--- src/rtl/rts_pkg.sv ---
// Shared definitions of the read burst truncation sequencer.
// Assumes: command codes are fixed and decoded by the memory interface.
package rts_pkg;

    // Command codes placed on the command bus, one per clock.
    typedef enum logic [2:0] {
        CMD_NOP   = 3'd0,
        CMD_READ  = 3'd1,
        CMD_WRITE = 3'd2,
        CMD_BST   = 3'd3,
        CMD_PRE   = 3'd4
    } cmd_e;

    // Burst length configuration codes.
    localparam logic [1:0] BLC_2 = 2'd1;
    localparam logic [1:0] BLC_4 = 2'd2;
    localparam logic [1:0] BLC_8 = 2'd3;

endpackage

--- src/rtl/rts_countdown.sv ---
// Loadable down counter that saturates at zero; used as a per-bank
// row-precharge hold and as the read-to-write gate.
// Assumes: a load wins over counting; 'idle' is high when the count is zero.
module rts_countdown #(
    parameter int CNT_W = 6
) (
    input  logic             clk,
    input  logic             rst_n,
    input  logic             load,
    input  logic [CNT_W-1:0] load_val,
    output logic             idle
);

    logic [CNT_W-1:0] cnt_q;

    // Load a new hold or count the current one down to zero.
    always_ff @(posedge clk) begin
        if (!rst_n) begin
            cnt_q <= '0;
        end else if (load) begin
            cnt_q <= load_val;
        end else if (cnt_q != '0) begin
            cnt_q <= cnt_q - CNT_W'(1);
        end
    end

    // The hold has expired when the count reads zero.
    always_comb idle = (cnt_q == '0);

endmodule

--- src/rtl/rts_trunc_sched.sv ---
// Single-slot scheduler for the command that shortens a read burst.
// Armed when a shortened READ is taken; fires when its distance has run out.
// Assumes: it is never armed while a command is pending (the top blocks reads).
module rts_trunc_sched #(
    parameter int CNT_W  = 6,
    parameter int BANK_W = 2
) (
    input  logic              clk,
    input  logic              rst_n,
    input  logic              arm,
    input  logic [CNT_W-1:0]  arm_dist,
    input  logic              arm_pre,
    input  logic [BANK_W-1:0] arm_bank,
    output logic              pend,
    output logic              fire,
    output logic              fire_pre,
    output logic [BANK_W-1:0] fire_bank
);

    logic [CNT_W-1:0]  dist_q;
    logic              pend_q;
    logic              pre_q;
    logic [BANK_W-1:0] bank_q;

    // Hold the pending command and count its distance down.
    always_ff @(posedge clk) begin
        if (!rst_n) begin
            pend_q <= 1'b0;
            dist_q <= '0;
            pre_q  <= 1'b0;
            bank_q <= '0;
        end else if (arm) begin
            pend_q <= 1'b1;
            dist_q <= arm_dist;
            pre_q  <= arm_pre;
            bank_q <= arm_bank;
        end else if (fire) begin
            pend_q <= 1'b0;
        end else if (pend_q) begin
            dist_q <= dist_q - CNT_W'(1);
        end
    end

    // Fire in the cycle before the command must be on the bus.
    always_comb begin
        pend      = pend_q;
        fire      = pend_q && (dist_q == '0);
        fire_pre  = pre_q;
        fire_bank = bank_q;
    end

    AST_ARM_WHEN_FREE: assert property (@(posedge clk) disable iff (!rst_n)
        arm |-> !pend_q) else $error("arm while pending");

endmodule

--- src/rtl/rd_trunc_seq.sv ---
// Read burst truncation sequencer: takes read and write requests and issues
// READ, WRITE, BURST TERMINATE, PRECHARGE or NOP, one per clock, from a
// registered command bus.
// Assumes: configuration inputs change only while the block is idle; a request
// is taken on rd_valid&&rd_ready (or wr_valid&&wr_ready) and its command
// appears on the bus in the next cycle.
module rd_trunc_seq
    import rts_pkg::*;
#(
    parameter int BANK_W = 2,
    parameter int COL_W  = 10,
    parameter int PAIR_W = 3,
    parameter int TRP_W  = 4,
    parameter int CNT_W  = 6
) (
    input  logic              clk,
    input  logic              rst_n,
    input  logic [1:0]        cfg_bl,
    input  logic [1:0]        cfg_cl,
    input  logic [TRP_W-1:0]  cfg_trp,
    input  logic              rd_valid,
    output logic              rd_ready,
    input  logic [BANK_W-1:0] rd_bank,
    input  logic [COL_W-1:0]  rd_col,
    input  logic [PAIR_W-1:0] rd_pairs,
    input  logic              rd_pre,
    input  logic              rd_ap,
    input  logic              wr_valid,
    output logic              wr_ready,
    input  logic [BANK_W-1:0] wr_bank,
    input  logic [COL_W-1:0]  wr_col,
    output logic [2:0]        cmd_o,
    output logic [BANK_W-1:0] cmd_bank,
    output logic [COL_W-1:0]  cmd_col,
    output logic              cmd_ap
);

    localparam int NUM_BANKS = 1 << BANK_W;

    // Request decode.
    logic [PAIR_W-1:0] half_pairs;
    logic              rd_full;
    logic [PAIR_W-1:0] rd_eff;
    logic              rd_short;
    logic              rd_fire;
    logic              wr_fire;

    // Timer loads.
    logic [CNT_W-1:0]  trp_hold;
    logic [CNT_W-1:0]  ap_hold;
    logic [CNT_W-1:0]  gate_val;
    logic              gate_open;
    logic [NUM_BANKS-1:0] bank_free;

    // Truncation scheduler.
    logic              t_pend;
    logic              t_fire;
    logic              t_fire_pre;
    logic [BANK_W-1:0] t_bank;

    // Next command.
    cmd_e              nxt_cmd;
    logic [BANK_W-1:0] nxt_bank;
    logic [COL_W-1:0]  nxt_col;
    logic              nxt_ap;
    cmd_e              cmd_q;

    // Burst length in pairs from the configuration code.
    always_comb begin
        case (cfg_bl)
            BLC_2:   half_pairs = PAIR_W'(1);
            BLC_4:   half_pairs = PAIR_W'(2);
            BLC_8:   half_pairs = PAIR_W'(4);
            default: half_pairs = PAIR_W'(1);
        endcase
    end

    // Effective pair count: out-of-range counts mean a full burst.
    always_comb begin
        rd_full  = (rd_pairs == '0) || (rd_pairs >= half_pairs);
        rd_eff   = rd_full ? half_pairs : rd_pairs;
        rd_short = !rd_full;
    end

    // Hold lengths for the bank timers and the write gate.
    always_comb begin
        trp_hold = (cfg_trp == '0) ? '0 : CNT_W'(cfg_trp - TRP_W'(1));
        ap_hold  = CNT_W'(half_pairs) + trp_hold;
        gate_val = CNT_W'(rd_eff) + CNT_W'(cfg_cl) - CNT_W'(1);
    end

    // Request acceptance: the truncating command owns the bus, reads beat writes.
    always_comb begin
        rd_ready = !t_pend && bank_free[rd_bank];
        rd_fire  = rd_valid && rd_ready;
        wr_ready = !t_pend && gate_open && bank_free[wr_bank] && !rd_fire;
        wr_fire  = wr_valid && wr_ready;
    end

    rts_trunc_sched #(
        .CNT_W (CNT_W),
        .BANK_W(BANK_W)
    ) u_sched (
        .clk      (clk),
        .rst_n    (rst_n),
        .arm      (rd_fire && rd_short),
        .arm_dist (CNT_W'(rd_eff) - CNT_W'(1)),
        .arm_pre  (rd_pre && !rd_ap),
        .arm_bank (rd_bank),
        .pend     (t_pend),
        .fire     (t_fire),
        .fire_pre (t_fire_pre),
        .fire_bank(t_bank)
    );

    rts_countdown #(.CNT_W(CNT_W)) u_wr_gate (
        .clk     (clk),
        .rst_n   (rst_n),
        .load    (rd_fire),
        .load_val(gate_val),
        .idle    (gate_open)
    );

    // One precharge hold timer per bank.
    for (genvar b = 0; b < NUM_BANKS; b++) begin : g_bank
        logic             ld;
        logic [CNT_W-1:0] ld_val;

        // Load on an explicit precharge or on an auto-precharge READ.
        always_comb begin
            ld     = 1'b0;
            ld_val = trp_hold;
            if (t_fire && t_fire_pre && (t_bank == BANK_W'(b))) begin
                ld = 1'b1;
            end else if (rd_fire && rd_ap && (rd_bank == BANK_W'(b))) begin
                ld     = 1'b1;
                ld_val = ap_hold;
            end
        end

        rts_countdown #(.CNT_W(CNT_W)) u_hold (
            .clk     (clk),
            .rst_n   (rst_n),
            .load    (ld),
            .load_val(ld_val),
            .idle    (bank_free[b])
        );
    end

    // Pick the command for the next bus cycle.
    always_comb begin
        nxt_cmd  = CMD_NOP;
        nxt_bank = '0;
        nxt_col  = '0;
        nxt_ap   = 1'b0;
        if (t_fire) begin
            nxt_cmd  = t_fire_pre ? CMD_PRE : CMD_BST;
            nxt_bank = t_bank;
        end else if (rd_fire) begin
            nxt_cmd  = CMD_READ;
            nxt_bank = rd_bank;
            nxt_col  = rd_col;
            nxt_ap   = rd_ap;
        end else if (wr_fire) begin
            nxt_cmd  = CMD_WRITE;
            nxt_bank = wr_bank;
            nxt_col  = wr_col;
        end
    end

    // Register the command bus.
    always_ff @(posedge clk) begin
        if (!rst_n) begin
            cmd_q    <= CMD_NOP;
            cmd_bank <= '0;
            cmd_col  <= '0;
            cmd_ap   <= 1'b0;
        end else begin
            cmd_q    <= nxt_cmd;
            cmd_bank <= nxt_bank;
            cmd_col  <= nxt_col;
            cmd_ap   <= nxt_ap;
        end
    end

    always_comb cmd_o = cmd_q;

    // ---- Observation of the bus for the checks below ----
    logic [CNT_W-1:0]  since_rd;
    logic [PAIR_W-1:0] last_n;
    logic              last_ap;
    logic              seen_rd;

    // Track the age of the most recent READ and its pair count.
    always_ff @(posedge clk) begin
        if (!rst_n) begin
            since_rd <= '0;
            last_n   <= '0;
            last_ap  <= 1'b0;
            seen_rd  <= 1'b0;
        end else if (rd_fire) begin
            since_rd <= '0;
            last_n   <= rd_eff;
            last_ap  <= rd_ap;
            seen_rd  <= 1'b1;
        end else if (since_rd != '1) begin
            since_rd <= since_rd + CNT_W'(1);
        end
    end

    AST_BST_SPACING: assert property (@(posedge clk) disable iff (!rst_n)
        (cmd_q == CMD_BST) |-> (seen_rd && since_rd == CNT_W'(last_n)))
        else $error("burst stop off pair boundary");

    AST_PRE_SPACING: assert property (@(posedge clk) disable iff (!rst_n)
        (cmd_q == CMD_PRE) |-> (seen_rd && since_rd == CNT_W'(last_n) && !last_ap))
        else $error("precharge truncation misplaced");

    AST_WRITE_AFTER_READ: assert property (@(posedge clk) disable iff (!rst_n)
        (cmd_q == CMD_WRITE && seen_rd) |->
            ({1'b0, since_rd} >= ({1'b0, CNT_W'(last_n)} + (CNT_W+1)'(cfg_cl))))
        else $error("write during read burst");

    AST_TRP_GAP: assert property (@(posedge clk) disable iff (!rst_n)
        (cmd_q == CMD_PRE && cfg_trp > TRP_W'(1)) |=>
            !((cmd_q == CMD_READ || cmd_q == CMD_WRITE) && cmd_bank == $past(cmd_bank)))
        else $error("bank used inside tRP");

endmodule

--- config.mk ---
export PLATFORM = sky130hd
export DESIGN_NAME = rd_trunc_seq
export DESIGN_NICKNAME = d
export VERILOG_FILES = /design/src/rtl/rts_pkg.sv /design/src/rtl/rts_countdown.sv /design/src/rtl/rts_trunc_sched.sv /design/src/rtl/rd_trunc_seq.sv
export SDC_FILE = /design/constraint.sdc
export NUM_CORES = 1
export LEC_CHECK = 0
export ABC_CLOCK_PERIOD_IN_PS = 3050
export CAP_MARGIN = 0
export CORE_UTILIZATION = 53
export DETAILED_ROUTE_END_ITERATION = 8
export PLACE_DENSITY = 0.8
export SLEW_MARGIN = 10
export SYNTH_ARGS = -nofsm -noshare
export SYNTH_HDL_FRONTEND = slang
export SYNTH_SLANG_ARGS = --single-unit
--- constraint.sdc ---
create_clock -name clk -period 3.05 [get_ports clk]
set_input_delay 0.305 -clock clk [delete_from_list [all_inputs] [get_ports clk]]
set_output_delay 0.305 -clock clk [all_outputs]
set_load 0.02 [all_outputs]
==> impl_metrics.tcl <==
set metrics [dict create \
    status "finished, final reports clean" \
    antenna_left 0 \
    htree_levels 2 \
    dr.pass1.iters 5 \
    syn_nets 498 \
    antenna_found_initial 0 \
    rows 28 \
    cp.required_ps 2740 \
    synthFlopType "dfxtp_1" \
    powerDensity_nw_per_um2 847 \
    finClkSkew_ps 3.64 \
    clockRootBuffer "clkbuf_8" \
    hold_class "flop to flop" \
    syn_area_um2 3430 \
    critPathArrivalTime_ps 2600 \
    final_nets 579 \
    clock_sinks 56 \
    core_area_um2 6100 \
    ys_types 54 \
    drive_gt1_frac 0.118 \
    dieArea_um2 6800 \
    cts_setup_buffers 0 \
    dp_hpwl_um 7260 \
    period_minus_slack_ps 2900 \
    fp.dieH_um 82.4 \
    remaining_drc_errors 0 \
    cpMaxStageDelayCell "or3b_2" \
    tightest_slew_ps 590 \
    power_frac_clock 0.118 \
    final_cell_mix "56 x dfxtp_1, 56 x clkdlybuf4s50_1, 47 x nand2_1, 43 x nor2_1, 33 x a21oi_1" \
    p_seq_frac 0.304 \
    final_area_um2 4380 \
    swShare 0.411 \
    max_stage_delay_ps 540 \
    grt_usage 0.281 \
    routed_wl_um 9290 \
    syn_inst 437 \
    gp_congestion 0.900 \
    maxCapViolations 0 \
    hold_viol_final 0 \
    grt_max_degree 20 \
    power_leakage_nw 1.76 \
    clk-insertion-delay-late_ps 310 \
    fmax_ghz 0.344 \
    cellInternalPower_mw 2.18 \
    holdBufCountCts 0 \
    cp_max_fo 4 \
    ios 59 \
    setup_viol 0 \
    min_path_cells 1 \
    area_delta_synth_final_pct 27.6 \
    synth_warnings 0 \
    vias_per_cell 5.90 \
    port_buffers 58 \
    rsz0062_at_grt "no" \
    grt_pass1_wl_um 14500 \
    p_switching_mw 1.52 \
    dpl_cell_area_um2 4270 \
    grt_pass1_vias 3298 \
    peakVddDrop_uv 619 \
    path_cells "or3_1 -> or3b_2 -> mux4_2 -> nor2_1 -> dlygate4sd2_1" \
    r2r_cells 6 \
    worstSetupEndpointType "output pin" \
    die_w_um 82.4 \
    drv_slew 0 \
    period_share 0.952 \
    cts_tree "yes" \
    wl_per_cell_um 15.6 \
    cts.path.max_buffers 2 \
    vias 3504 \
    critical_path_class "flop to output pin" \
    antenna_cells 0 \
    utilization 0.718 \
    relSlewSlack 0.604 \
    drtIter0Drc 162 \
    grt.overflow.total 0 \
    startpoint_type "flop" \
    start_util 0.563 \
    combPwrFrac 0.578 \
    synth_area_per_cell_um2 7.85 \
    yosysSeqAreaShare 0.327 \
    cts_buffers 5 \
    synth-edff-count 0 \
    async_flop_share 0 \
    clk_pin_slew_ps 100 \
    ys_ff_latch 56 \
]
[worst max-delay path, delay by kind of cell (launching register included)]
family / cells / cell delay, ps
buffers and inverters: 1 / 350
DFF: 1 / 350
muxes: 1 / 530
and+or+nand+nor: 3 / 1060
[cells in the mapped netlist (2+ instances only)]
cell type | number | area (um2)
nor4_1 | 7 | 43.8
mux4_2 | 2 | 45.0
nor2_1 | 43 | 161
fa_1 | 2 | 40.0
or2_2 | 6 | 37.5
o31ai_1 | 3 | 22.5
nand2b_1 | 7 | 43.8
or3b_2 | 3 | 26.3
o21ai_0 | 28 | 140
xnor2_1 | 13 | 114
nand3_1 | 24 | 120
or4_1 | 2 | 15.0
nand3b_1 | 2 | 15.0
nor3b_1 | 7 | 52.6
o211ai_1 | 3 | 22.5
o21ai_1 | 2 | 10.0
xor2_1 | 16 | 140
a21oi_1 | 33 | 165
nand2_1 | 47 | 176
nor2b_1 | 2 | 12.5
mux2i_1 | 5 | 50.1
clkbuf_1 | 11 | 41.3
and3_1 | 2 | 12.5
a211oi_1 | 6 | 45.0
or3_1 | 8 | 50.1
a32oi_1 | 4 | 35.0
mux2_2 | 2 | 22.5
ha_1 | 18 | 225
inv_1 | 22 | 82.6
dfxtp_1 | 56 | 1120
or3b_1 | 2 | 17.5
a22oi_1 | 2 | 15.0
o221a_2 | 3 | 33.8
nor3_1 | 23 | 115
and2_1 | 2 | 12.5
[logic make-up (layout without fill, tap and decap cells)]
family | Yosys count | count (layout) | share of synthesized area
fa+ha+maj | 20 | 20 | 0.0773
xor+xnor | 29 | 29 | 0.0741
flops | 56 | 56 | 0.327
buf+inv | 37 | 119 | 0.0412
simple gates | 192 | 192 | 0.278
mux | 10 | 10 | 0.0387
compound gates | 93 | 93 | 0.164
[path summary, 6_finish.rpt]
kind | start | end | slack, ps
min reg2reg | u_sched.fire_pre | cmd_o[1] | 490
max | g_bank[0].u_hold.cnt_q[2] | rd_ready | 150
min | u_sched.fire_pre | cmd_o[1] | 490
max reg2reg | g_bank[0].u_hold.cnt_q[2] | u_sched.dist_q[1] | 270
[flip-flops by register name, indices dropped and copies added (netlist names)]
name	cells
cmd_bank	2
u_sched.pend	1
u_sched.dist_q	6
u_sched.fire_pre	1
g_bank.u_hold.cnt_q	24
cmd_ap	1
cmd_col	10
u_sched.fire_bank	2
u_wr_gate.cnt_q	6
cmd_o	3
[layout make-up]
| class | count | area [um2] |
|---|---|---|
| timing repair buffer | 88 | 803 |
| clock buffer | 6 | 82.6 |
| inverter | 23 | 86.3 |
| fill | 493 | 1720 |
| clock inverter | 2 | 13.8 |
| multi-input combinational | 344 | 2170 |
| sequential | 56 | 1120 |
| tap | 75 | 93.8 |
[what timing repair did]
item,4_1_cts,5_1_grt
pin swaps,0,4
setup endpoints to repair,2,1
gates cloned,0,0
endpoints found under the hold margin,0,0
gates resized for setup,2,3
[power by group through the flow]
| stage | Clock, mW | Combinational (mW) | Sequential [mW] |
|---|---|---|---|
| 6_report | 0.436 | 2.14 | 1.13 |
| 4_1_cts | 0.444 | 2.12 | 1.13 |
| 3_3_place_gp | 0 | 2.05 | 1.13 |
| 5_1_grt | 0.475 | 2.37 | 1.16 |
| 2_1_floorplan | 0 | 1.47 | 1.13 |
| 3_5_place_dp | 0 | 2.13 | 1.14 |
[routing by layer]
layer | vias up | share of wire | track usage
li1 | 1701 | - | -
met1 | 1638 | 0.40 | 0.310
met2 | 141 | 0.50 | 0.521
met3 | 24 | 0.072 | 0.0505
met4 | 0 | 0.029 | 0.128
met5 | - | 0 | 0
[per-stage QoR]
stage	setup slack, ps	hold WS [ps]	setup TNS, ps	instances	power [mW]
2_1_floorplan	389	401	0	437	2.61
3_3_place_gp	-37.0	460	-37.0	586	3.18
3_5_place_dp	-192	474	-231	586	3.27
4_1_cts	138	496	0	594	3.70
5_1_grt	29.1	521	0	594	4.00
6_report	147	494	0	594	3.71
No activity file was read; power rests on OpenSTA's default activity.
